--- config.mk ---
export PLATFORM = sky130hd
export DESIGN_NAME = rd_hazard_unit
export DESIGN_NICKNAME = d
export VERILOG_FILES = /design/src/rtl/rd_hazard_pkg.sv /design/src/rtl/rdh_slot_pick.sv /design/src/rtl/rdh_byte_merge.sv /design/src/rtl/rdh_merge_table.sv /design/src/rtl/rdh_resp_reg.sv /design/src/rtl/rd_hazard_unit.sv
export SDC_FILE = /design/constraint.sdc
export NUM_CORES = 1
export LEC_CHECK = 0
export CAP_MARGIN = 30
export CORE_AREA = 2 2 143 145
export DETAILED_ROUTE_END_ITERATION = 8
export DIE_AREA = 0 0 145 147
export GPL_ROUTABILITY_DRIVEN = 0
export GPL_TIMING_DRIVEN = 0
export PLACE_DENSITY = 0.75
export SYNTH_ARGS = -nofsm -noshare
export SYNTH_HDL_FRONTEND = slang
export SYNTH_SLANG_ARGS = --single-unit
--- constraint.sdc ---
create_clock -name clk -period 11.3 [get_ports clk]
set_input_delay 2.26 -clock clk [delete_from_list [all_inputs] [get_ports clk]]
set_output_delay 2.26 -clock clk [all_outputs]
set_load 0.01 [all_outputs]
--- src/rtl/rd_hazard_pkg.sv ---
package rd_hazard_pkg;

  typedef enum logic [1:0] {
    KIND_MEM   = 2'd0,
    KIND_FWD   = 2'd1,
    KIND_MERGE = 2'd2
  } rs_kind_e;

endpackage

--- src/rtl/rdh_slot_pick.sv ---
// Lowest-index free slot finder.
module rdh_slot_pick #(
  parameter int N  = 4,
  parameter int SW = 2
) (
  input  logic [N-1:0]  busy,
  output logic          found,
  output logic [SW-1:0] idx
);

  always_comb begin
    found = 1'b0;
    idx   = '0;
    for (int i = N - 1; i >= 0; i--) begin
      if (!busy[i]) begin
        found = 1'b1;
        idx   = SW'(i);
      end
    end
  end

endmodule

--- src/rtl/rdh_byte_merge.sv ---
// Per-byte overlay of captured write bytes onto memory data.
module rdh_byte_merge #(
  parameter int BW = 4
) (
  input  logic [BW*8-1:0] wr_data,
  input  logic [BW-1:0]   wr_be,
  input  logic [BW*8-1:0] mem_data,
  output logic [BW*8-1:0] out_data
);

  for (genvar b = 0; b < BW; b++) begin : g_byte
    assign out_data[b*8 +: 8] = wr_be[b] ? wr_data[b*8 +: 8] : mem_data[b*8 +: 8];
  end

endmodule

--- src/rtl/rdh_merge_table.sv ---
// Storage for captured partial-hit entries awaiting memory data.
module rdh_merge_table #(
  parameter int ENTRIES = 4,
  parameter int IW      = 4,
  parameter int DW      = 32,
  localparam int BW     = DW / 8,
  localparam int SW     = $clog2(ENTRIES)
) (
  input  logic               clk,
  input  logic               rst_n,
  input  logic               alloc_en,
  input  logic [SW-1:0]      alloc_idx,
  input  logic [IW-1:0]      alloc_id,
  input  logic [DW-1:0]      alloc_data,
  input  logic [BW-1:0]      alloc_be,
  input  logic               rel_en,
  input  logic [SW-1:0]      rel_idx,
  output logic [ENTRIES-1:0] busy,
  output logic [IW-1:0]      rd_id,
  output logic [DW-1:0]      rd_data,
  output logic [BW-1:0]      rd_be
);

  logic [ENTRIES-1:0] busy_q, busy_d;
  logic [IW-1:0]      id_q   [ENTRIES];
  logic [DW-1:0]      data_q [ENTRIES];
  logic [BW-1:0]      be_q   [ENTRIES];
  logic [ENTRIES-1:0] load;

  always_comb begin
    busy_d = busy_q;
    load   = '0;
    if (rel_en) begin
      busy_d[rel_idx] = 1'b0;
    end
    if (alloc_en) begin
      busy_d[alloc_idx] = 1'b1;
      load[alloc_idx]   = 1'b1;
    end
  end

  always_ff @(posedge clk or negedge rst_n) begin
    if (!rst_n) begin
      busy_q <= '0;
    end else begin
      busy_q <= busy_d;
    end
  end

  for (genvar e = 0; e < ENTRIES; e++) begin : g_entry
    always_ff @(posedge clk) begin
      if (load[e]) begin
        id_q[e]   <= alloc_id;
        data_q[e] <= alloc_data;
        be_q[e]   <= alloc_be;
      end
    end
  end

  assign busy    = busy_q;
  assign rd_id   = id_q[rel_idx];
  assign rd_data = data_q[rel_idx];
  assign rd_be   = be_q[rel_idx];

endmodule

--- src/rtl/rdh_resp_reg.sv ---
// Response register toward the reorder stage; memory return wins.
module rdh_resp_reg
  import rd_hazard_pkg::*;
#(
  parameter int IW = 4,
  parameter int DW = 32
) (
  input  logic          clk,
  input  logic          rst_n,
  input  logic          mem_en,
  input  rs_kind_e      mem_kind,
  input  logic [IW-1:0] mem_id,
  input  logic [DW-1:0] mem_data,
  input  logic          fwd_en,
  input  logic [IW-1:0] fwd_id,
  input  logic [DW-1:0] fwd_data,
  output logic          rs_valid,
  output logic [1:0]    rs_kind,
  output logic [IW-1:0] rs_id,
  output logic [DW-1:0] rs_data
);

  logic          valid_q, valid_d;
  rs_kind_e      kind_q, kind_d;
  logic [IW-1:0] id_q, id_d;
  logic [DW-1:0] data_q, data_d;
  logic          load;

  always_comb begin
    valid_d = mem_en | fwd_en;
    load    = valid_d;
    if (mem_en) begin
      kind_d = mem_kind;
      id_d   = mem_id;
      data_d = mem_data;
    end else begin
      kind_d = KIND_FWD;
      id_d   = fwd_id;
      data_d = fwd_data;
    end
  end

  always_ff @(posedge clk or negedge rst_n) begin
    if (!rst_n) begin
      valid_q <= 1'b0;
    end else begin
      valid_q <= valid_d;
    end
  end

  always_ff @(posedge clk) begin
    if (load) begin
      kind_q <= kind_d;
      id_q   <= id_d;
      data_q <= data_d;
    end
  end

  assign rs_valid = valid_q;
  assign rs_kind  = kind_q;
  assign rs_id    = id_q;
  assign rs_data  = data_q;

endmodule

--- src/rtl/rd_hazard_unit.sv ---
module rd_hazard_unit
  import rd_hazard_pkg::*;
#(
  parameter int AW      = 16,
  parameter int IW      = 4,
  parameter int DW      = 32,
  parameter int ENTRIES = 4
) (
  input  logic            clk,
  input  logic            rst_n,
  input  logic            rq_valid,
  output logic            rq_ready,
  input  logic [AW-1:0]   rq_addr,
  input  logic [IW-1:0]   rq_id,
  input  logic            pl_hit,
  input  logic [DW-1:0]   pl_data,
  input  logic [DW/8-1:0] pl_be,
  output logic            mc_valid,
  input  logic            mc_ready,
  output logic [AW-1:0]   mc_addr,
  output logic [IW:0]     mc_tag,
  input  logic            mr_valid,
  input  logic [IW:0]     mr_tag,
  input  logic [DW-1:0]   mr_data,
  output logic            rs_valid,
  output logic [1:0]      rs_kind,
  output logic [IW-1:0]   rs_id,
  output logic [DW-1:0]   rs_data
);

  localparam int BW = DW / 8;
  localparam int SW = $clog2(ENTRIES);

  logic               full_hit, part_hit, slot_ok;
  logic               slot_free;
  logic [SW-1:0]      free_idx;
  logic [ENTRIES-1:0] slot_busy;
  logic               accept, fwd_fire, alloc_fire;
  logic [IW-1:0]      slot_field;
  logic               ret_merge;
  logic [SW-1:0]      ret_idx;
  logic [IW-1:0]      tbl_id;
  logic [DW-1:0]      tbl_data, merged;
  logic [BW-1:0]      tbl_be;
  logic [IW-1:0]      mem_id;
  logic [DW-1:0]      mem_word;
  rs_kind_e           mem_kind;

  // Request classification and handshakes
  always_comb begin
    full_hit   = pl_hit & (&pl_be);
    part_hit   = pl_hit & ~(&pl_be);
    slot_ok    = ~part_hit | slot_free;
    mc_valid   = rq_valid & ~full_hit & slot_ok;
    rq_ready   = full_hit ? ~mr_valid : (mc_ready & slot_ok);
    accept     = rq_valid & rq_ready;
    fwd_fire   = accept & full_hit;
    alloc_fire = accept & part_hit;
    slot_field = '0;
    slot_field[SW-1:0] = free_idx;
    mc_addr    = rq_addr;
    mc_tag     = part_hit ? {1'b1, slot_field} : {1'b0, rq_id};
  end

  // Memory return decode
  always_comb begin
    ret_merge = mr_tag[IW];
    ret_idx   = mr_tag[SW-1:0];
    if (ret_merge) begin
      mem_kind = KIND_MERGE;
      mem_id   = tbl_id;
      mem_word = merged;
    end else begin
      mem_kind = KIND_MEM;
      mem_id   = mr_tag[IW-1:0];
      mem_word = mr_data;
    end
  end

  rdh_slot_pick #(.N(ENTRIES), .SW(SW)) u_pick (
    .busy  (slot_busy),
    .found (slot_free),
    .idx   (free_idx)
  );

  rdh_merge_table #(.ENTRIES(ENTRIES), .IW(IW), .DW(DW)) u_table (
    .clk        (clk),
    .rst_n      (rst_n),
    .alloc_en   (alloc_fire),
    .alloc_idx  (free_idx),
    .alloc_id   (rq_id),
    .alloc_data (pl_data),
    .alloc_be   (pl_be),
    .rel_en     (mr_valid & ret_merge),
    .rel_idx    (ret_idx),
    .busy       (slot_busy),
    .rd_id      (tbl_id),
    .rd_data    (tbl_data),
    .rd_be      (tbl_be)
  );

  rdh_byte_merge #(.BW(BW)) u_merge (
    .wr_data  (tbl_data),
    .wr_be    (tbl_be),
    .mem_data (mr_data),
    .out_data (merged)
  );

  rdh_resp_reg #(.IW(IW), .DW(DW)) u_resp (
    .clk      (clk),
    .rst_n    (rst_n),
    .mem_en   (mr_valid),
    .mem_kind (mem_kind),
    .mem_id   (mem_id),
    .mem_data (mem_word),
    .fwd_en   (fwd_fire),
    .fwd_id   (rq_id),
    .fwd_data (pl_data),
    .rs_valid (rs_valid),
    .rs_kind  (rs_kind),
    .rs_id    (rs_id),
    .rs_data  (rs_data)
  );

endmodule

==> metrics.md, run 1 <==
| Metric | Value |
|---|---|
| Status | finished clean |
| Number of synthesized flops with an enable pin | 198 |
| Final Critical Period | 6530 ps |
| End point of the critical path | mc_tag[0] |
| Maxcap violations | 0 |
| Via density | 5.15 |
| Final wirelength | 18200 µm |
| Standard-cell row count | 52 |
| Worst slew pin tran | 824 ps |
| Max-slew violations | 0 |
| Global-route wire length before repair | 28100 µm |
| Maximum level of the CTS H-tree | 1 |
| Fin Setup TNS | 0 ps |
| Placed Cells incl. Taps | 863 |
| Total of hold buffers inserted after clock tree synthesis | 0 |
| Yosys cell types | 30 |
| Depth of the worst register-to-register path | 4 |
| Area enclosed by the die boundary | 21300 µm² |
| Reg clk slew, reported paths | 60 ps |
| Number of buffers inserted to repair setup after CTS | 0 |
| Number of register bits inferred by synthesis | 203 |
| Count of input and output buffers | 142 |
| Total gr overflow | 0 |
| FF-to-FF Start | u_table.busy[0] |
| Post-detailed-placement half-perimeter wirelength | 12600 µm |
| Total of cells resized after clock tree synthesis | 0 |
| Number of synthesis warnings | 0 |
| Setup repair after global routing missed its margin | false |
| Worst setup path category | primary input to output port |
| Antenna Violating Nets Remaining | 0 |
| Worst setup EP type | output port |
| Ys flop type | edfxtp_1 |
| Xor and xnor area share after synthesis | 0 |
| Vias in the first global route | 4833 |
| Register-to-register setup slack | 9080 ps |
| Global-route total usage across every layer | 0.172 |
| Met3 GRT Util | 0.0382 |
| PwrDens | 159 nW/µm² |
| Antenna Diode Count | 0 |
| Largest family of logic cells by synthesized area | multiplexers |
| CTS sink count | 203 |
| Share of post-route cells with drive strength above 1 | 0.179 |
| Io pins | 161 |
| Lkg Pwr | 3.60 nW |
| Proportion of synthesized chip area in sequential cells | 0.741 |
| Fraction of registers with async set/reset | 0.0246 |
| Post-synth design cell area | 8190 µm² |
| Top-count cell post-synth | edfxtp_1 |
| Adder-cell area share of the yosys netlist | 0 |
| Remaining DRCs | 0 |
| Data required time of the critical path | 9040 ps |
| Largest net degree at the start of global routing | 32 |
| Mapped Nets | 539 |
| Met2 Resource Use GR | 0.295 |
| Worst ir drop on vdd | 0.116 mV |
| Mean post-synth cell area | 18.6 µm² |
| Final hold violation count | 0 |
| Worst min path class | flip-flop to flip-flop |
| Clock latency of the later-clocked register in the worst-skew pair | 490 ps |
| Period Utilization, post-route | 0.578 |
| Initial antenna violation count | 0 |
| Clock skew after layout | 11.3 ps |
| Critical Path Source | pl_be[2] |
| Max Fanout on Critical Path | 7 |
| Clock Path Buffers | 3 |
| Iteration count of the initial detailed-routing pass | 4 |
| TritonCTS clock tree | done |
| Worst slew margin | 0.449 |
| Peak Freq | 0.153 GHz |
| Data arrival at the endpoint of the critical path | 4270 ps |
| Synthesis-to-layout area growth | 31.5% |
| Met1 global-route usage | 0.218 |
| Multiplexer fraction of the synthesized cell area | 0.150 |
| Via total after detailed routing | 4633 |
| Most frequent cells after synthesis | edfxtp_1, mux2i_1, nor2_1 |
| Effective utilization at floorplan | 0.413 |
| Number of cells traversed by the worst hold path | 1 |
| Post-Syn Instances | 440 |
| WL/cell | 20.2 µm |
| Worst r2r dst | u_table.data_q[3][11] |
| 1st-iter DRT viols | 294 |
| Count of endpoints failing setup in the final report | 0 |
| Non-filler cells in the finished layout | 900 |
| Proportion of netlist area held by the largest area contributor | 0.726 |
| Horizontal extent of the die | 145 µm |
| GRT Max-Usage Layer | met2 |
| Root buffer cell | clkbuf_16 |
| Total core area | 19800 µm² |
| Height of the die | 147 µm |
| Startpoint kind of the worst setup timing path | primary input |
| Area contributors post-synth | edfxtp_1, mux4_2, mux2i_1 |
| Cell type with the highest aggregate area in the netlist | edfxtp_1 |
| Synth Area in Compound Gates | 0.0410 |
| Final-stage net count | 715 |
| Fraction of the mapped netlist area in simple logic gates | 0.0355 |
| Inserted Clock Buffers | 21 |
report_power, final:
part	internal, mW	switching [mW]
clock	0.363	0.272
combinational	0.0978	0.0913
sequential	0.867	0.0164
logic make-up (layout without fill, tap and decap cells):
family | count (synthesis) | in the layout
buffers and inverters | 40 | 230
AO/OA/AOI/OAI | 53 | 53
AND/OR/NAND/NOR | 65 | 65
flip-flops | 203 | 203
multiplexers | 79 | 79
metal layers:
metal | vias to the layer above | share of wire
met1 | 2305 | 0.40
met4 | 0 | 0.025
met5 | - | 0
met3 | 41 | 0.071
li1 | 2086 | -
met2 | 201 | 0.50
critical path, cell delays in order:
cell and delay (ps):
clkdlybuf4s50_1 580, nand4_1 220, nand2_1 390, nand2_1 100, o21ai_0 130, clkdlybuf4s50_1 590
flip-flops by register name, summed over array words and instances, names as in the netlist:
| register | flops |
|---|---|
| u_table.id_q | 16 |
| u_table.be_q | 16 |
| u_resp.rs_valid | 1 |
| u_table.data_q | 128 |
| u_resp.rs_data | 32 |
| u_resp.rs_id | 4 |
| u_resp.rs_kind | 2 |
| u_table.busy | 4 |
how the worst min path moves through the flow:
stage | from | endpoint | slack [ps]
floorplan | u_table.busy[3] | u_table.busy[3] | 490
global placement | u_table.busy[3] | u_table.busy[3] | 510
detailed placement | u_table.busy[1] | u_table.busy[1] | 620
CTS | u_table.busy[1] | u_table.busy[1] | 630
global route | u_table.busy[1] | u_table.busy[1] | 660
finish | u_table.busy[3] | u_table.busy[3] | 650
through the flow:
stage          utilization  hold WS, ps  worst slack, ps  total power [mW]  area, µm²
2_1_floorplan            -          489             5220             0.983       8190
3_3_place_gp         0.501          508             2260              1.07       9950
3_5_place_dp         0.511          622             4740              1.09      10100
4_1_cts              0.542          632             4730              1.73      10800
5_1_grt              0.542          659             4600              1.77      10800
6_report             0.542          649             4770              1.71      10800
cells in the final DEF, fill, tap and decap left out, types with 2 or more instances in the layout:
cell,n
nand4_1,2
inv_1,3
mux2i_1,43
buf_2,4
edfxtp_1,198
a21oi_1,36
mux4_2,35
nand2_1,8
clkinv_2,3
nand2b_1,4
o21ai_0,10
clkinvlp_4,2
buf_6,10
buf_4,20
clkbuf_1,11
nor2_4,2
dfrtp_1,5
buf_12,3
clkbuf_16,21
nor2_1,35
o22ai_4,4
nand2_2,2
clkdlybuf4s50_1,142
clkinv_4,2
and2_1,4
clkinv_1,6
nand3_1,2
cell type report:
type	count	area (µm²)
Tap cell	270	338
Fill cell	1570	9080
Multi-Input combinational cell	197	1880
Timing Repair Buffer	153	1580
Buffer	37	250
Clock inverter	14	100
Clock buffer	23	533
Inverter	3	11.3
Sequential cell	203	6070
No activity file was read; power rests on OpenSTA's default activity.
==> run 2, diff against run 1 <==
- PLACE_DENSITY: 0.75 -> 0.78
- clock period: 11.3 -> 5.45 ns (I/O delays scaled with it)
==> run 2 against run 1 <==
  * Combinational power rose by 110%
  * Non-clock buffer count unchanged
  * Clock power grew 130%
  * Clock-buffer cell count up 4
  * Critical path depth is 1 lower
  * Die area unchanged
  * Via count is 1.2% higher
  * Largest cell class unchanged
==> metrics.md, run 2 (same netlist as run 1, synthesis figures left out) <==
| Metric | Value |
|---|---|
| Worst setup path category | primary input to output port |
| Root buffer cell | clkbuf_16 |
| CTS sink count | 203 |
| Power Total | 3.65 mW |
| Maxcap violations | 0 |
| Number of cells traversed by the worst hold path | 2 |
| Reg clk slew, reported paths | 60 ps |
| Non-Filler Cell Area, Final | 10800 µm² |
| Global-route wire length before repair | 27900 µm |
| Height of the die | 147 µm |
| Synthesis-to-layout area growth | 32.1% |
| Worst setup EP type | output port |
| Inserted Clock Buffers | 21 |
| Register-to-register setup slack | 3200 ps |
| Worst hold-check slack | 588 ps |
| PwrDens | 338 nW/µm² |
| Via total after detailed routing | 4687 |
| Depth of the worst register-to-register path | 4 |
| Effective utilization at floorplan | 0.413 |
| Lkg Pwr | 3.63 nW |
| Data arrival at the endpoint of the critical path | 3050 ps |
| Total gr overflow | 0 |
| Most flop-heavy register | u_table.data_q |
| Clock skew after layout | 10.4 ps |
| Max-slew violations | 0 |
| Remaining DRCs | 0 |
| Via density | 5.21 |
| Share of post-route cells with drive strength above 1 | 0.183 |
| Area enclosed by the die boundary | 21300 µm² |
| End point of the most critical hold path | u_table.busy[2] |
| Non-filler cells in the finished layout | 900 |
| Startpoint kind of the worst setup timing path | primary input |
| Number of buffers inserted to repair setup after CTS | 0 |
| Status | finished clean |
| Flip-flop count of the largest register after layout | 128 |
| Area of placed instances | 10100 µm² |
| Max Fanout on Critical Path | 7 |
| Final Critical Period | 4140 ps |
| Placed Cells incl. Taps | 863 |
| Leading cell types in the layout, fill and taps excluded | edfxtp_1, clkdlybuf4s50_1, mux2i_1 |
| WL/cell | 20.2 µm |
| Final wirelength | 18200 µm |
| Peak Freq | 0.242 GHz |
| Antenna Diode Count | 0 |
| Total of hold buffers inserted after clock tree synthesis | 0 |
| Count of endpoints failing setup in the final report | 0 |
| Iteration count of the initial detailed-routing pass | 5 |
| Worst slew pin tran | 885 ps |
| Worst min path class | flip-flop to flip-flop |
| Standard-cell row count | 52 |
| 1st-iter DRT viols | 275 |
| Worst ir drop on vdd | 0.205 mV |
| FF-to-FF Start | u_table.busy[0] |
| Data required time of the critical path | 4360 ps |
| Horizontal extent of the die | 145 µm |
| Worst Hold Launch | u_table.busy[2] |
| Global-route total usage across every layer | 0.170 |
| Clock Path Buffers | 3 |
| Clock latency of the later-clocked register in the worst-skew pair | 490 ps |
| TritonCTS clock tree | done |
| Commonest non-fill, non-tap cell in the layout | edfxtp_1 |
| Total of cells resized after clock tree synthesis | 0 |
| Maximum level of the CTS H-tree | 1 |
| Largest net degree at the start of global routing | 28 |
| Worst r2r dst | u_table.id_q[3][2] |
| Antenna Violating Nets Remaining | 0 |
| Total core area | 19800 µm² |
| Final-stage net count | 715 |
| Initial antenna violation count | 0 |
| Post-detailed-placement half-perimeter wirelength | 12500 µm |
| Vias in the first global route | 4989 |
| Critical Path Source | pl_be[2] |
| Worst slew margin | 0.407 |
| Count of input and output buffers | 142 |
| Fillers | 1552 |
| Setup repair after global routing missed its margin | false |
| Io pins | 161 |
| Final hold violation count | 0 |
| Period Utilization, post-route | 0.759 |
[run 2: changes by cell type in the layout (fill, tap and decap cells not counted)]
cell        previous run  this run
clkbuf_1              11        14
clkinvlp_4             2         0
buf_16                 1         0
bufinv_16              1         3
clkinv_4               2         0
clkinv_2               3         4
clkinv_1               6         1
clkbuf_8               0         1
inv_6                  0         1
buf_12                 3         4
inv_8                  0         1
[run 2: worst max-delay path by stage]
stage,slack (ps),to,depth (start not counted)
global placement,-2340,u_table.data_q[1][25],4
global route,1190,rq_ready,5
finish,1310,mc_tag[2],5
CTS,1320,mc_tag[2],5
floorplan,540,u_table.be_q[1][0],3
detailed placement,1330,mc_tag[2],5
[run 2: critical path: stages]
cell             delay [ps]
clkdlybuf4s50_1         560
nand4_1                 230
nand2_1                 370
and2_1                  190
clkdlybuf4s50_1         600
[run 2: final cells by class]
cell class | instances | area [µm²] | area share
buffer | 37 | 250 | 0.0231
clock buffer | 27 | 558 | 0.0516
clock inverter | 10 | 134 | 0.0124
inverter | 3 | 11.3 | 0.00104
multi-input combinational | 197 | 1880 | 0.174
sequential | 203 | 6070 | 0.561
tap | 270 | 338 | 0.0312
timing repair buffer | 153 | 1570 | 0.145
[run 2: where the power goes]
part	switching (mW)	internal [mW]
sequential	0.0330	1.80
combinational	0.186	0.202
clock	0.564	0.870
[run 2: per-layer routing]
metal | share of wire | track usage | vias up
li1 | - | - | 2083
met1 | 0.42 | 0.223 | 2390
met2 | 0.49 | 0.289 | 186
met3 | 0.065 | 0.0379 | 28
met4 | 0.018 | 0.0441 | 0
met5 | 0 | 0 | -
[run 2: through the flow]
step	utilization	setup WS [ps]	TNS [ps]
2_1_floorplan	-	535	0
3_3_place_gp	0.501	-2340	-189830
3_5_place_dp	0.510	1330	0
4_1_cts	0.545	1320	0
5_1_grt	0.545	1190	0
6_report	0.545	1310	0
==> run 3, diff against run 2 <==
- PLACE_DENSITY: 0.78 -> 0.75
- clock period: 5.45 -> 4.3 ns (I/O delays scaled with it)
==> run 3 against run 2 <==
  * Worst hold slack improved by 12 ps
  * Cell area rose by 0.52%
  * Via count is 1.5% lower
  * Utilization is 0.28 points higher
  * Total power increased by 30%
  * Largest cell class unchanged
==> metrics.md, run 3 (same netlist as run 1, synthesis figures left out) <==
| Metric | Value |
|---|---|
| Status | finished clean |
| Vias in the first global route | 5053 |
| Max Fanout on Critical Path | 7 |
| GRT Max-Usage Layer | met2 |
| PwrDens | 437 nW/µm² |
| Total core area | 19800 µm² |
| Flip-flop count of the largest register after layout | 128 |
| Final-stage net count | 712 |
| Synthesis-to-layout area growth | 32.8% |
| Lkg Pwr | 3.65 nW |
| Antenna Violating Nets Remaining | 0 |
| Area enclosed by the die boundary | 21300 µm² |
| Worst r2r dst | u_table.data_q[3][18] |
| Max-slew violations | 0 |
| Met1 global-route usage | 0.221 |
| Number of buffers inserted to repair setup after CTS | 0 |
| Worst ir drop on vdd | 0.267 mV |
| Power Total | 4.75 mW |
| Reg clk slew, reported paths | 60 ps |
| Count of endpoints failing setup in the final report | 0 |
| Global-route total usage across every layer | 0.180 |
| FF-to-FF Start | u_table.busy[0] |
| Final hold violation count | 0 |
| Clock skew after layout | 9.22 ps |
| Worst min path class | primary input to async pin |
| Worst slew pin tran | 1040 ps |
| Final Critical Period | 3760 ps |
| Total of cells resized after clock tree synthesis | 0 |
| Commonest non-fill, non-tap cell in the layout | edfxtp_1 |
| Clock latency of the later-clocked register in the worst-skew pair | 490 ps |
| Depth of the worst register-to-register path | 4 |
| Via total after detailed routing | 4619 |
| Share of post-route cells with drive strength above 1 | 0.182 |
| Inserted Clock Buffers | 21 |
| Total gr overflow | 0 |
| Worst setup path category | primary input to output port |
| Startpoint kind of the worst setup timing path | primary input |
| Initial antenna violation count | 2 |
| Leading cell types in the layout, fill and taps excluded | edfxtp_1, clkdlybuf4s50_1, mux2i_1 |
| Register-to-register setup slack | 1880 ps |
| Clock Path Buffers | 3 |
| Io pins | 161 |
| Setup repair after global routing missed its margin | false |
| Largest net degree at the start of global routing | 25 |
| Maxcap violations | 0 |
| Fillers | 1551 |
| Iteration count of the initial detailed-routing pass | 4 |
| 1st-iter DRT viols | 362 |
| Via density | 5.14 |
| Standard-cell row count | 52 |
| Maximum level of the CTS H-tree | 1 |
| Met3 GRT Util | 0.0401 |
| Worst slew margin | 0.304 |
| Final wirelength | 19000 µm |
| Peak Freq | 0.266 GHz |
| Effective utilization at floorplan | 0.413 |
| Data arrival at the endpoint of the critical path | 2900 ps |
| Global-route wire length before repair | 29300 µm |
| Total of hold buffers inserted after clock tree synthesis | 0 |
| CTS sink count | 203 |
| Met2 Resource Use GR | 0.323 |
| Period Utilization, post-route | 0.875 |
| Utilization of the core after routing | 0.548 |
| Data required time of the critical path | 3440 ps |
| Most flop-heavy register | u_table.data_q |
| Horizontal extent of the die | 145 µm |
| Worst setup EP type | output port |
| Post-detailed-placement half-perimeter wirelength | 12700 µm |
| TritonCTS clock tree | done |
| Count of input and output buffers | 142 |
| Height of the die | 147 µm |
| Remaining DRCs | 0 |
| Root buffer cell | clkbuf_16 |
| WL/cell | 21.2 µm |
## run 3: cell types whose count changed in the layout (fill, tap and decap cells not counted), sizes merged, moves of 2 or more
cell,delta
inv,-2
bufinv,+2
clkbuf,-4
buf,-3
clkinv,+3
## run 3: report_power, final
part	leakage [nW]	internal, mW	switching [mW]
combinational	1.42	0.259	0.244
sequential	1.87	2.28	0.0468
clock	0.359	1.19	0.730
total	3.65	3.73	1.02
## run 3: critical path, cell delays in order
cell,delay (ps)
clkdlybuf4s50_1,510
nand4_1,200
nand2_1,290
o21ai_0,430
clkdlybuf4s50_1,610
## run 3: worst max-delay path by stage
| stage | end | startpoint | cells after the start |
|---|---|---|---|
| detailed placement | u_table.data_q[3][17] | pl_be[2] | 6 |
| global route | mc_tag[1] | pl_be[2] | 5 |
| global placement | u_table.data_q[3][17] | pl_be[2] | 5 |
| floorplan | u_table.be_q[3][0] | pl_be[3] | 4 |
| CTS | mc_tag[1] | pl_be[2] | 5 |
| finish | mc_tag[1] | pl_be[2] | 5 |
## run 3: cell type report
cell class | count | area, µm² | area share
clock buffers | 23 | 533 | 0.0490
multi-input cells | 197 | 1900 | 0.174
repair buffers | 150 | 1580 | 0.145
flip-flops and latches | 203 | 6070 | 0.558
inverters | 3 | 11.3 | 0.00104
well taps | 270 | 338 | 0.0311
diodes | 1 | 2.50 | 0.000230
plain buffers | 37 | 250 | 0.0230
clock inverters | 14 | 195 | 0.0180
## run 3: per-stage QoR
| stage | hold WS (ps) | worst slack [ps] | setup TNS (ps) | cell area, µm² | std cells |
|---|---|---|---|---|---|
| final | 600 | 539 | 0 | 10900 | 898 |
| after global routing | 615 | 416 | 0 | 10900 | 897 |
| after floorplan | 489 | 642 | 0 | 8200 | 440 |
| after CTS | 594 | 546 | 0 | 10900 | 897 |
| after global placement | 508 | -1410 | -176020 | 9960 | 852 |
| after detailed placement | 624 | 489 | 0 | 10100 | 860 |
## run 3: layer usage
| metal | vias to the layer above | part of all wire |
|---|---|---|
| met5 | - | 0 |
| met4 | 0 | 0.019 |
| met3 | 27 | 0.063 |
| met2 | 172 | 0.52 |
| li1 | 2080 | - |
| met1 | 2340 | 0.40 |
